**config.mk**
```make
export PLATFORM = sky130hd
export DESIGN_NAME = ot_clear_dma
export DESIGN_NICKNAME = d
export VERILOG_FILES = /design/src/rtl/ot_dma_pkg.sv /design/src/rtl/ot_seq.sv /design/src/rtl/ot_walker.sv /design/src/rtl/ot_ctrl_reg.sv /design/src/rtl/ot_clear_dma.sv
export SDC_FILE = /design/constraint.sdc
export NUM_CORES = 1
export LEC_CHECK = 0
export BUFFER_PORTS_ARGS = -buffer_cell sky130_fd_sc_hd__buf_4
export CAP_MARGIN = 20
export CORE_MARGIN = 2
export CORE_UTILIZATION = 55
export CTS_CLUSTER_SIZE = 8
export DETAILED_ROUTE_END_ITERATION = 6
export GPL_ROUTABILITY_DRIVEN = 0
export HOLD_SLACK_MARGIN = 0.03
export PLACE_DENSITY = 0.9
export SYNTH_ARGS = -nofsm -noshare
export SYNTH_HDL_FRONTEND = slang
export SYNTH_SLANG_ARGS = --single-unit
```
**constraint.sdc**
```tcl
create_clock -name clk -period 3.9 [get_ports clk]
set_input_delay 0.39 -clock clk [delete_from_list [all_inputs] [get_ports clk]]
set_output_delay 0.39 -clock clk [all_outputs]
set_load 0.01 [all_outputs]
```
**src/rtl/ot_dma_pkg.sv**
```systemverilog
package ot_dma_pkg;
  localparam int unsigned WORD_W     = 32;
  localparam int unsigned GO_BIT     = 24;
  localparam int unsigned STEP_BYTES = 4;
  localparam logic [WORD_W-1:0] BUILD_CMD = 32'h1100_0002;

  localparam logic [1:0] SEL_BASE  = 2'd0;
  localparam logic [1:0] SEL_COUNT = 2'd1;
  localparam logic [1:0] SEL_CTRL  = 2'd2;

  typedef enum logic [1:0] {
    ST_IDLE = 2'd0,
    ST_RUN  = 2'd1,
    ST_FIN  = 2'd2
  } ot_state_e;
endpackage

```
**src/rtl/ot_seq.sv**
```systemverilog
module ot_seq
  import ot_dma_pkg::*;
(
  input  logic      clk,
  input  logic      rst_n,
  input  logic      start_i,
  input  logic      cmd_ok_i,
  input  logic      cnt_zero_i,
  input  logic      fire_i,
  input  logic      last_i,
  output ot_state_e state_o,
  output logic      busy_o,
  output logic      finish_o
);
  ot_state_e state_q, state_d;

  always_comb begin
    state_d = state_q;
    case (state_q)
      ST_IDLE: begin
        if (start_i) begin
          state_d = (cmd_ok_i && !cnt_zero_i) ? ST_RUN : ST_FIN;
        end
      end
      ST_RUN: begin
        if (fire_i && last_i) begin
          state_d = ST_FIN;
        end
      end
      ST_FIN:  state_d = ST_IDLE;
      default: state_d = ST_IDLE;
    endcase
  end

  always_ff @(posedge clk or negedge rst_n) begin
    if (!rst_n) begin
      state_q <= ST_IDLE;
    end else begin
      state_q <= state_d;
    end
  end

  assign state_o  = state_q;
  assign busy_o   = (state_q != ST_IDLE);
  assign finish_o = (state_q == ST_FIN);

  // the finishing step lasts exactly one cycle
  a_r7_fin_single: assert property (@(posedge clk) disable iff (!rst_n)
    (state_q == ST_FIN) |=> (state_q == ST_IDLE));

  // a start on an empty count skips the walk
  a_r8_zero_skip: assert property (@(posedge clk) disable iff (!rst_n)
    (start_i && (state_q == ST_IDLE) && cnt_zero_i) |=> (state_q == ST_FIN));

  // a start with a foreign command skips the walk
  a_r2_bad_skip: assert property (@(posedge clk) disable iff (!rst_n)
    (start_i && (state_q == ST_IDLE) && !cmd_ok_i) |=> (state_q == ST_FIN));
endmodule

```
**src/rtl/ot_walker.sv**
```systemverilog
module ot_walker
  import ot_dma_pkg::*;
#(
  parameter int unsigned ADDR_W = 32,
  parameter int unsigned CNT_W  = 16,
  parameter int unsigned LINK_W = 24
) (
  input  logic              clk,
  input  logic              rst_n,
  input  logic              busy_i,
  input  logic              base_we_i,
  input  logic [ADDR_W-1:0] base_i,
  input  logic              count_we_i,
  input  logic [CNT_W-1:0]  count_i,
  input  logic              fire_i,
  output logic [ADDR_W-1:0] addr_o,
  output logic [WORD_W-1:0] link_o,
  output logic              last_o,
  output logic              cnt_zero_o
);
  localparam logic [ADDR_W-1:0] STEP = ADDR_W'(STEP_BYTES);
  localparam logic [CNT_W-1:0]  ONE  = CNT_W'(1);
  localparam logic [WORD_W-1:0] TERM = WORD_W'({LINK_W{1'b1}});

  logic [ADDR_W-1:0] addr_q, addr_d, next_addr;
  logic [CNT_W-1:0]  cnt_q, cnt_d;
  logic              addr_en, cnt_en;

  assign next_addr = addr_q - STEP;

  always_comb begin
    addr_en = fire_i | (base_we_i & ~busy_i);
    addr_d  = fire_i ? next_addr : base_i;
    cnt_en  = fire_i | (count_we_i & ~busy_i);
    cnt_d   = fire_i ? (cnt_q - ONE) : count_i;
  end

  always_ff @(posedge clk or negedge rst_n) begin
    if (!rst_n) begin
      addr_q <= '0;
      cnt_q  <= '0;
    end else begin
      if (addr_en) addr_q <= addr_d;
      if (cnt_en)  cnt_q  <= cnt_d;
    end
  end

  assign last_o     = (cnt_q == ONE);
  assign cnt_zero_o = (cnt_q == '0);
  assign addr_o     = addr_q;
  assign link_o     = last_o ? TERM : WORD_W'(next_addr[LINK_W-1:0]);

  // each accepted write moves the pointer one word down
  a_r9_step_down: assert property (@(posedge clk) disable iff (!rst_n)
    fire_i |=> (addr_q == $past(addr_q) - STEP));

  // while busy only accepted writes change the pointer and the count
  a_r10_hold_busy: assert property (@(posedge clk) disable iff (!rst_n)
    (busy_i && !fire_i) |=> ($stable(addr_q) && $stable(cnt_q)));
endmodule

```
**src/rtl/ot_ctrl_reg.sv**
```systemverilog
module ot_ctrl_reg
  import ot_dma_pkg::*;
(
  input  logic              clk,
  input  logic              rst_n,
  input  logic              we_i,
  input  logic [WORD_W-1:0] wdata_i,
  input  logic              finish_i,
  output logic [WORD_W-1:0] ctrl_o
);
  localparam logic [WORD_W-1:0] GO_MASK = WORD_W'(1) << GO_BIT;

  logic [WORD_W-1:0] ctrl_q, ctrl_d;
  logic              ctrl_en;

  always_comb begin
    ctrl_en = we_i | finish_i;
    ctrl_d  = finish_i ? (ctrl_q & ~GO_MASK) : wdata_i;
  end

  always_ff @(posedge clk or negedge rst_n) begin
    if (!rst_n) begin
      ctrl_q <= '0;
    end else if (ctrl_en) begin
      ctrl_q <= ctrl_d;
    end
  end

  assign ctrl_o = ctrl_q;

  // completion drops the go bit
  a_r7_go_cleared: assert property (@(posedge clk) disable iff (!rst_n)
    finish_i |=> !ctrl_q[GO_BIT]);

  // without an accepted write or a completion the word is kept
  a_r10_ctrl_kept: assert property (@(posedge clk) disable iff (!rst_n)
    (!we_i && !finish_i) |=> $stable(ctrl_q));
endmodule

```
**src/rtl/ot_clear_dma.sv**
```systemverilog
module ot_clear_dma
  import ot_dma_pkg::*;
#(
  parameter int unsigned ADDR_W = 32,
  parameter int unsigned CNT_W  = 16,
  parameter int unsigned LINK_W = 24
) (
  input  logic              clk,
  input  logic              rst_n,
  input  logic              reg_we,
  input  logic [1:0]        reg_sel,
  input  logic [WORD_W-1:0] reg_wdata,
  output logic              mem_valid,
  input  logic              mem_ready,
  output logic [ADDR_W-1:0] mem_addr,
  output logic [WORD_W-1:0] mem_data,
  output logic              irq,
  output logic              busy,
  output logic [WORD_W-1:0] ctrl_value,
  output logic [ADDR_W-1:0] addr_value
);
  logic [1:0] rst_pipe;
  logic       rst_int_n;

  always_ff @(posedge clk or negedge rst_n) begin
    if (!rst_n) begin
      rst_pipe <= 2'b00;
    end else begin
      rst_pipe <= {rst_pipe[0], 1'b1};
    end
  end
  assign rst_int_n = rst_pipe[1];

  ot_state_e         state;
  logic              finish, fire, last, cnt_zero, start, cmd_ok;
  logic              base_we, count_we, ctrl_we;
  logic [ADDR_W-1:0] ptr;
  logic [WORD_W-1:0] link;
  logic              irq_q;

  always_comb begin
    base_we  = reg_we && (reg_sel == SEL_BASE);
    count_we = reg_we && (reg_sel == SEL_COUNT);
    ctrl_we  = reg_we && (reg_sel == SEL_CTRL) && !busy;
    start    = ctrl_we && reg_wdata[GO_BIT];
    cmd_ok   = (reg_wdata == BUILD_CMD);
    fire     = mem_valid && mem_ready;
  end

  ot_seq i_seq (
    .clk        (clk),
    .rst_n      (rst_int_n),
    .start_i    (start),
    .cmd_ok_i   (cmd_ok),
    .cnt_zero_i (cnt_zero),
    .fire_i     (fire),
    .last_i     (last),
    .state_o    (state),
    .busy_o     (busy),
    .finish_o   (finish)
  );

  ot_walker #(
    .ADDR_W (ADDR_W),
    .CNT_W  (CNT_W),
    .LINK_W (LINK_W)
  ) i_walker (
    .clk        (clk),
    .rst_n      (rst_int_n),
    .busy_i     (busy),
    .base_we_i  (base_we),
    .base_i     (reg_wdata[ADDR_W-1:0]),
    .count_we_i (count_we),
    .count_i    (reg_wdata[CNT_W-1:0]),
    .fire_i     (fire),
    .addr_o     (ptr),
    .link_o     (link),
    .last_o     (last),
    .cnt_zero_o (cnt_zero)
  );

  ot_ctrl_reg i_ctrl (
    .clk      (clk),
    .rst_n    (rst_int_n),
    .we_i     (ctrl_we),
    .wdata_i  (reg_wdata),
    .finish_i (finish),
    .ctrl_o   (ctrl_value)
  );

  always_ff @(posedge clk or negedge rst_int_n) begin
    if (!rst_int_n) begin
      irq_q <= 1'b0;
    end else begin
      irq_q <= finish;
    end
  end

  assign mem_valid  = (state == ST_RUN);
  assign mem_addr   = ptr;
  assign mem_data   = link;
  assign addr_value = ptr;
  assign irq        = irq_q;

  // a stalled offer keeps valid, address and data
  a_r6_stall_hold: assert property (@(posedge clk) disable iff (!rst_int_n)
    (mem_valid && !mem_ready) |=> (mem_valid && $stable(mem_addr) && $stable(mem_data)));

  // the interrupt is a single pulse seen with the channel idle
  a_r7_irq_pulse: assert property (@(posedge clk) disable iff (!rst_int_n)
    irq |=> !irq);
  a_r7_irq_idle: assert property (@(posedge clk) disable iff (!rst_int_n)
    irq |-> (!busy && !ctrl_value[GO_BIT]));

  // nothing is offered outside an active channel
  a_r2_valid_busy: assert property (@(posedge clk) disable iff (!rst_int_n)
    mem_valid |-> busy);

  // a link word never carries bits above the link width
  a_r4_link_width: assert property (@(posedge clk) disable iff (!rst_int_n)
    mem_valid |-> (mem_data[WORD_W-1:LINK_W] == '0));
endmodule

```
==> metrics.csv, run 1 <==
metric,value,unit
Final Hold Viols,0,
detailed placement HPWL,10.0,mm
failing checks,design-rule violations,
DRT antenna net count,0,
final WL,13.7,mm
Crit-path slowest cell,dfrtp_1,
# nets final,664,
CTS Hold Bufs,1,
crit path DAT,2.81,ns
critical path launch point type,register,
initial antenna violation count,0,
final setup fails,0,
Setup Skew,0.00968,ns
Crit. path cell count,8,
Critical Path End,mem_data[14],
"Max FO, Critical Path",9,
Die H,98.8,µm
CTS tree,done,
Ports,169,
part of the Yosys area used for sequential elements,0.431,
setup_tns,0,ns
Via density,6.20,
H-tree Lvls,3,
WL/cell,18.7,µm
minimum clock period,3.20,ns
reg2reg setup slack,1.30,ns
worst-path cell chain,inv_1 > ha_1 > or3b_2 > nor2_1 > nand3_1 > xor2_1 > nand2_1 > buf_4,
cell family with most CP delay,simple AND/OR/NAND/NOR gates,
run status,"finished, violations left",
top_reg_cell synth,dfrtp_1,
Rel. slew slack,0.420,
Netlist cell types,64,
Setup Crit Path Kind,reg -> out,
Leak,2.79,nW
Max Freq,312,MHz
Root Buffer,clkbuf_8,
post-CTS setup buffers,0,
Vias,4542,
reg2reg path depth,7,
global-route wire length before repair,22.2,mm
Setup WS pre-CTS,1.16,ns
setup ws final,0.696,ns
period utilization,0.821,
Max stage delay on crit path,0.48,ns
RR Endpoint,i_walker.addr_o[14]$_DFFE_PN0P_,
first element of the critical path,i_walker.addr_o[2]$_DFFE_PN0P_,
yosys warns,0,
worst hold-check path type,reg -> async,
Core Box Area,8720,µm²
PnR Total Power,4.14,mW
CP Buf/Inv Count,2,
latest clock arrival within the worst-skew pair,0.36,ns
Final Core Density,0.703,
Antenna diodes,0,
RR Startpoint,i_walker.addr_o[2]$_DFFE_PN0P_,
"Slew Viols, Final",0,
drt pass-1 iters,7,
clk slew on worst S/H paths,0.08,ns
RSZ-0062 raised after global routing,false,
port buffer count,160,
Slew @ Worst Pin,0.870,ns
worst path required time,3.51,ns
cts bufs inserted,9,
Synth Area per Inst,9.70,µm²
worst-case vdd ir drop,380,µV
Resized Gates After CTS,0,
Mapped Cells,509,
vias in the first global route,4398,
full die area,9760,µm²
Residual DRC,1,
MaxCap Viol Count,0,
DRT iter0 DRCs,500,
Seq cells post-synth,85,
Worst setup EP type,output port,
Row Count,34,
async set-reset flop share out of synthesis,1.00,
clock tree buffer depth,2,
power per cell area,675,nW/µm²
clock sink total,85,
chip width,98.8,µm
share of cells above drive strength 1,0.373,
hold slack final,0.176,ns
initial core utilization,0.566,
"EDFF count, synth",0,
pin count of the biggest net entering global routing,84,
gr ovfl total,0,
gr usage total,0.279,
Post-Syn Area,4940,µm²
area delta synth->final,24.1,%
==> placed cells by master (no fill, tap or decap), types with 9 or more instances in the layout <==
cell type,instances
mux2_2,31
nand2_1,67
xor2_1,9
nand3_1,9
conb_1,9
nor2_1,21
buf_4,164
dfrtp_1,84
a221o_1,16
o211ai_1,9
o21ai_0,26
nor4_1,19
nor3_1,24
clkbuf_8,10
xnor2_1,11
==> cell families after synthesis <==
family	Yosys count	share of synthesized area
fa+ha+maj	3	0.00760
other cells	2	0.00152
xor+xnor	20	0.0355
mux	32	0.0727
buf+inv	78	0.0957
simple gates	193	0.216
compound gates	96	0.140
flops	85	0.431
==> registers in the layout (all words and copies together), names as in the netlist <==
| register | count |
|---|---|
| i_walker.cnt_q | 16 |
| i_walker.addr_o | 32 |
| irq | 1 |
| i_seq.state_o | 2 |
| i_ctrl.ctrl_o | 32 |
| rst_pipe | 2 |
==> routing by layer <==
metal  global-route usage  up-vias  wire, µm
met3               0.0418       31      1210
met5                    0        -         0
met2                0.467      254      6920
met4                0.107        0       334
met1                0.368     2204      5220
li1                     -     2053         -
==> area by class of cell <==
cell class	count	area (µm²)
Fill cell	669	2590
Multi-Input combinational cell	353	2370
Sequential cell	85	2130
Timing Repair Buffer	166	1270
Clock buffer	11	141
Tap cell	108	135
Clock inverter	2	60.1
Inverter	8	30.0
==> cells in the mapped netlist, drive strengths merged (5+ instances only) <==
cell type	count	area (µm²)
buf	48	359
clkbuf	22	83.8
o311ai	8	70.1
nand3	9	45.0
nor3b	10	85.1
nor3	25	136
xnor2	11	96.3
nand4	5	43.8
o21ai	28	144
mux2	31	349
inv	8	30.0
a221o	17	171
nand2	67	251
xor2	9	78.8
a21oi	8	40.0
o211ai	9	67.6
or4	8	67.6
nor4	20	131
dfrtp	85	2130
nor2	22	85.1
==> report_power, final <==
part | leakage, nW | internal, mW | switching, mW
sequential | 1.03 | 1.19 | 0.402
clock | 0.101 | 0.368 | 0.303
combinational | 1.65 | 1.01 | 0.869
total | 2.79 | 2.57 | 1.57
==> worst min path at each step <==
| stage | to | slack, ns | depth (start not counted) |
|---|---|---|---|
| 2_1_floorplan | rst_pipe[0]$_DFF_PN0_ | 0.09 | 0 |
| 3_3_place_gp | rst_pipe[0]$_DFF_PN0_ | 0.17 | 1 |
| 3_5_place_dp | rst_pipe[0]$_DFF_PN0_ | 0.17 | 1 |
| 4_1_cts | i_walker.addr_o[22]$_DFFE_PN0P_ | 0.27 | 2 |
| 5_1_grt | i_ctrl.ctrl_o[2]$_DFFE_PN0P_ | 0.19 | 0 |
| 6_report | i_ctrl.ctrl_o[29]$_DFFE_PN0P_ | 0.18 | 0 |
==> per-stage QoR <==
stage	cell area (µm²)	cells
global placement	5890	718
detailed placement	5890	718
finish	6130	733
floorplan	4970	516
CTS	6100	732
global route	6130	733
==> worst reg2reg max path: cells and delay by family, from the launching register on <==
| family | cells | cell delay [ns] |
|---|---|---|
| AO/OA/AOI/OAI | 2 | 0.50 |
| flip-flops | 1 | 0.48 |
| AND/OR/NAND/NOR | 3 | 1.18 |
| buffers and inverters | 1 | 0.10 |
| adder cells (fa/ha/maj) | 1 | 0.24 |
(Power assumes the default switching activity.)
==> run 2: changes to the inputs <==
--- a/config.mk
+++ b/config.mk
@@ -8,12 +8,12 @@
 export BUFFER_PORTS_ARGS = -buffer_cell sky130_fd_sc_hd__buf_4
 export CAP_MARGIN = 20
 export CORE_MARGIN = 2
-export CORE_UTILIZATION = 55
+export CORE_UTILIZATION = 46
 export CTS_CLUSTER_SIZE = 8
 export DETAILED_ROUTE_END_ITERATION = 6
 export GPL_ROUTABILITY_DRIVEN = 0
 export HOLD_SLACK_MARGIN = 0.03
-export PLACE_DENSITY = 0.9
+export PLACE_DENSITY = 0.81
 export SYNTH_ARGS = -nofsm -noshare
 export SYNTH_HDL_FRONTEND = slang
 export SYNTH_SLANG_ARGS = --single-unit
==> constraint.sdc (replaced) <==
create_clock -name clk -period 2.8 [get_ports clk]
set_input_delay 0.28 -clock clk [delete_from_list [all_inputs] [get_ports clk]]
set_output_delay 0.28 -clock clk [all_outputs]
set_load 0.01 [all_outputs]
==> run 2 against run 1 <==
The flow now finishes without violations; clock skew decreased by 0.00081 ns; register-to-register slack got worse by 0.91 ns; sequential power increased by 40%; clock-buffer cell count unchanged; die area increased by 19%; critical path depth decreased by 2; non-clock buffer count increased by 16; sequential cell count unchanged; clock power increased by 37%; first-iteration DRC count decreased by 17%; setup slack got worse by 0.62 ns; cell count increased by 6.7%; largest cell class unchanged; largest power group unchanged; highest routed layer unchanged.
==> metrics.csv, run 2 (same netlist as run 1, synthesis figures left out) <==
metric,value,unit,change
H-tree Lvls,3,,unchanged
power per cell area,931,nW/µm²,+38%
Worst setup EP type,output port,,
worst-path cell chain,or4_4 > or4_4 > nor3_4 > xnor2_1 > nand2_1 > buf_4,,
Slew @ Worst Pin,0.810,ns,-0.0597 ns
Max Freq,368,MHz,
# nets final,682,,+2.7%
final setup fails,0,,unchanged
crit path DAT,2.44,ns,-0.37 ns
full die area,11600,µm²,+19%
final WL,15.1,mm,+10%
latest clock arrival within the worst-skew pair,0.37,ns,about the same
area delta synth->final,29.5,%,
Residual DRC,0,,-1
cell family with most CP delay,simple AND/OR/NAND/NOR gates,,
port buffer count,160,,unchanged
WL/cell,19.3,µm,+3.3%
Final Hold Viols,0,,unchanged
chip width,108,µm,+9.0%
period utilization,0.972,,
Setup WS pre-CTS,0.295,ns,-0.865 ns
critical path launch point type,register,,
Core Box Area,10400,µm²,+19%
gr usage total,0.258,,-0.0212
"commonest non-fill, non-tap cells in the layout","buf_4 (180), dfrtp_1 (81), nand2_1 (67)",,
minimum clock period,2.72,ns,
Max stage delay on crit path,0.57,ns,+0.09 ns
clock tree buffer depth,2,,unchanged
initial core utilization,0.476,,-0.0901
Top Usage Layer GRT,met2,,
grt met2 use,0.432,,-0.0355
Setup Crit Path Kind,reg -> out,,
setup ws final,0.0791,ns,-0.617 ns
Row Count,37,,+8.8%
detailed placement HPWL,10.6,mm,+5.6%
Via density,5.93,,-4.3%
"Slew Viols, Final",0,,unchanged
clk slew on worst S/H paths,0.09,ns,about the same
cts bufs inserted,9,,unchanged
worst hold-check path type,in -> reg,,
Leak,2.87,nW,+3.1%
initial antenna violation count,0,,unchanged
hold slack final,0.167,ns,-0.00847 ns
"commonest non-fill, non-tap cell in the layout",buf_4,,
vias in the first global route,4404,,+0.14%
Vias,4639,,+2.1%
CP Buf/Inv Count,1,,-1
run status,"finished, final reports clean",,
"Max FO, Critical Path",5,,-4
drt pass-1 iters,4,,-3
DRT antenna net count,0,,unchanged
Ports,169,,unchanged
gr ovfl total,0,,unchanged
CTS tree,done,,
met1 GRT Util,0.333,,-0.0354
Antenna diodes,0,,unchanged
pin count of the biggest net entering global routing,54,,-36%
met3 Resource Use GR,0.0363,,-0.00552
Setup Skew,0.00887,ns,-0.000809 ns
fillers,852,,+27%
worst path required time,2.52,ns,-0.99 ns
DRT iter0 DRCs,417,,-17%
Rel. slew slack,0.458,,+0.0378
share of cells above drive strength 1,0.415,,+0.0421
Die H,108,µm,+9.0%
Crit-path slowest cell,or4_4,,
"Top cell by count, worst path",or4_4,,
MaxCap Viol Count,0,,unchanged
Root Buffer,clkbuf_8,,
global-route wire length before repair,23.1,mm,+4.1%
worst-case vdd ir drop,386,µV,+1.3%
clock sink total,85,,unchanged
==> run 2: cell count changes in the layout (fill, tap and decap cells not counted), moves of 2 or more <==
cell and change:
nor3_2 +3, dfrtp_1 -3, nor4_2 +2, or4b_4 +3
buf_4 +16, nor3_1 -4, nor4_1 -2, dfrtp_2 +3
clkinvlp_4 +2
==> run 2: report_power, final <==
group | internal [mW] | switching [mW] | leakage [nW] | total [mW]
registers | 1.67 | 0.572 | 1.03 | 2.24
clock network | 0.461 | 0.461 | 0.102 | 0.922
logic | 1.50 | 1.30 | 1.74 | 2.80
total | 3.62 | 2.33 | 2.87 | 5.96
==> run 2: through the flow <==
| step | power [mW] | util | setup TNS, ns | instances | area, µm² |
|---|---|---|---|---|---|
| after floorplan | 3.64 | - | 0 | 516 | 4970 |
| after global placement | 4.82 | 0.582 | 0 | 758 | 6030 |
| after detailed placement | 4.91 | 0.582 | 0 | 758 | 6030 |
| after CTS | 5.88 | 0.607 | 0 | 777 | 6290 |
| after global routing | 6.30 | 0.617 | -0.0151 | 782 | 6400 |
| final | 5.96 | 0.617 | 0 | 782 | 6400 |
==> run 2: area by class of cell <==
| class | count | area, µm² | share of cell area |
|---|---|---|---|
| sequential | 85 | 2130 | 0.334 |
| multi-input combinational | 355 | 2470 | 0.386 |
| clock buffer | 11 | 151 | 0.0237 |
| inverter | 8 | 30.0 | 0.00469 |
| timing repair buffer | 182 | 1380 | 0.216 |
| clock inverter | 5 | 58.8 | 0.00919 |
| tap | 136 | 170 | 0.0266 |
==> run 2: what timing repair did <==
item,in CTS,in global routing
pin swaps,1,3
endpoints found under the hold margin,2,0
gates cloned,2,0
buffers inserted,0,5
setup endpoints to repair,24,14
hold buffers,1,0
resized for setup,7,13
==> run 2: worst register-to-register path, stage by stage, from the launching register on <==
cell and delay [ns]:
dfrtp_2 0.45, or4_4 0.57, or4_4 0.49, nor3_4 0.21, buf_4 0.22, o21ai_2 0.07
a221o_1 0.31
==> run 2: path summary, 6_finish.rpt <==
path / startpoint / cells past startpoint / endpoint / slack (ns)
max: i_walker.addr_o[18]$_DFFE_PN0P_ / 6 / mem_data[23] / 0.08
min: reg_wdata[22] / 2 / i_walker.addr_o[22]$_DFFE_PN0P_ / 0.17
max reg2reg: i_walker.addr_o[18]$_DFFE_PN0P_ / 6 / i_walker.addr_o[23]$_DFFE_PN0P_ / 0.39
min reg2reg: rst_pipe[0]$_DFF_PN0_ / 0 / rst_pipe[1]$_DFF_PN0_ / 0.36
max in group asynchronous: rst_pipe[1]$_DFF_PN0_ / 1 / i_walker.addr_o[18]$_DFFE_PN0P_ / 1.79
min in group asynchronous: rst_n / 2 / rst_pipe[1]$_DFF_PN0_ / 0.22
==> run 2: per-layer routing <==
metal	vias up	wire length, µm
met4	0	431
li1	2099	-
met1	2267	6020
met3	30	1180
met5	-	0
met2	243	7440
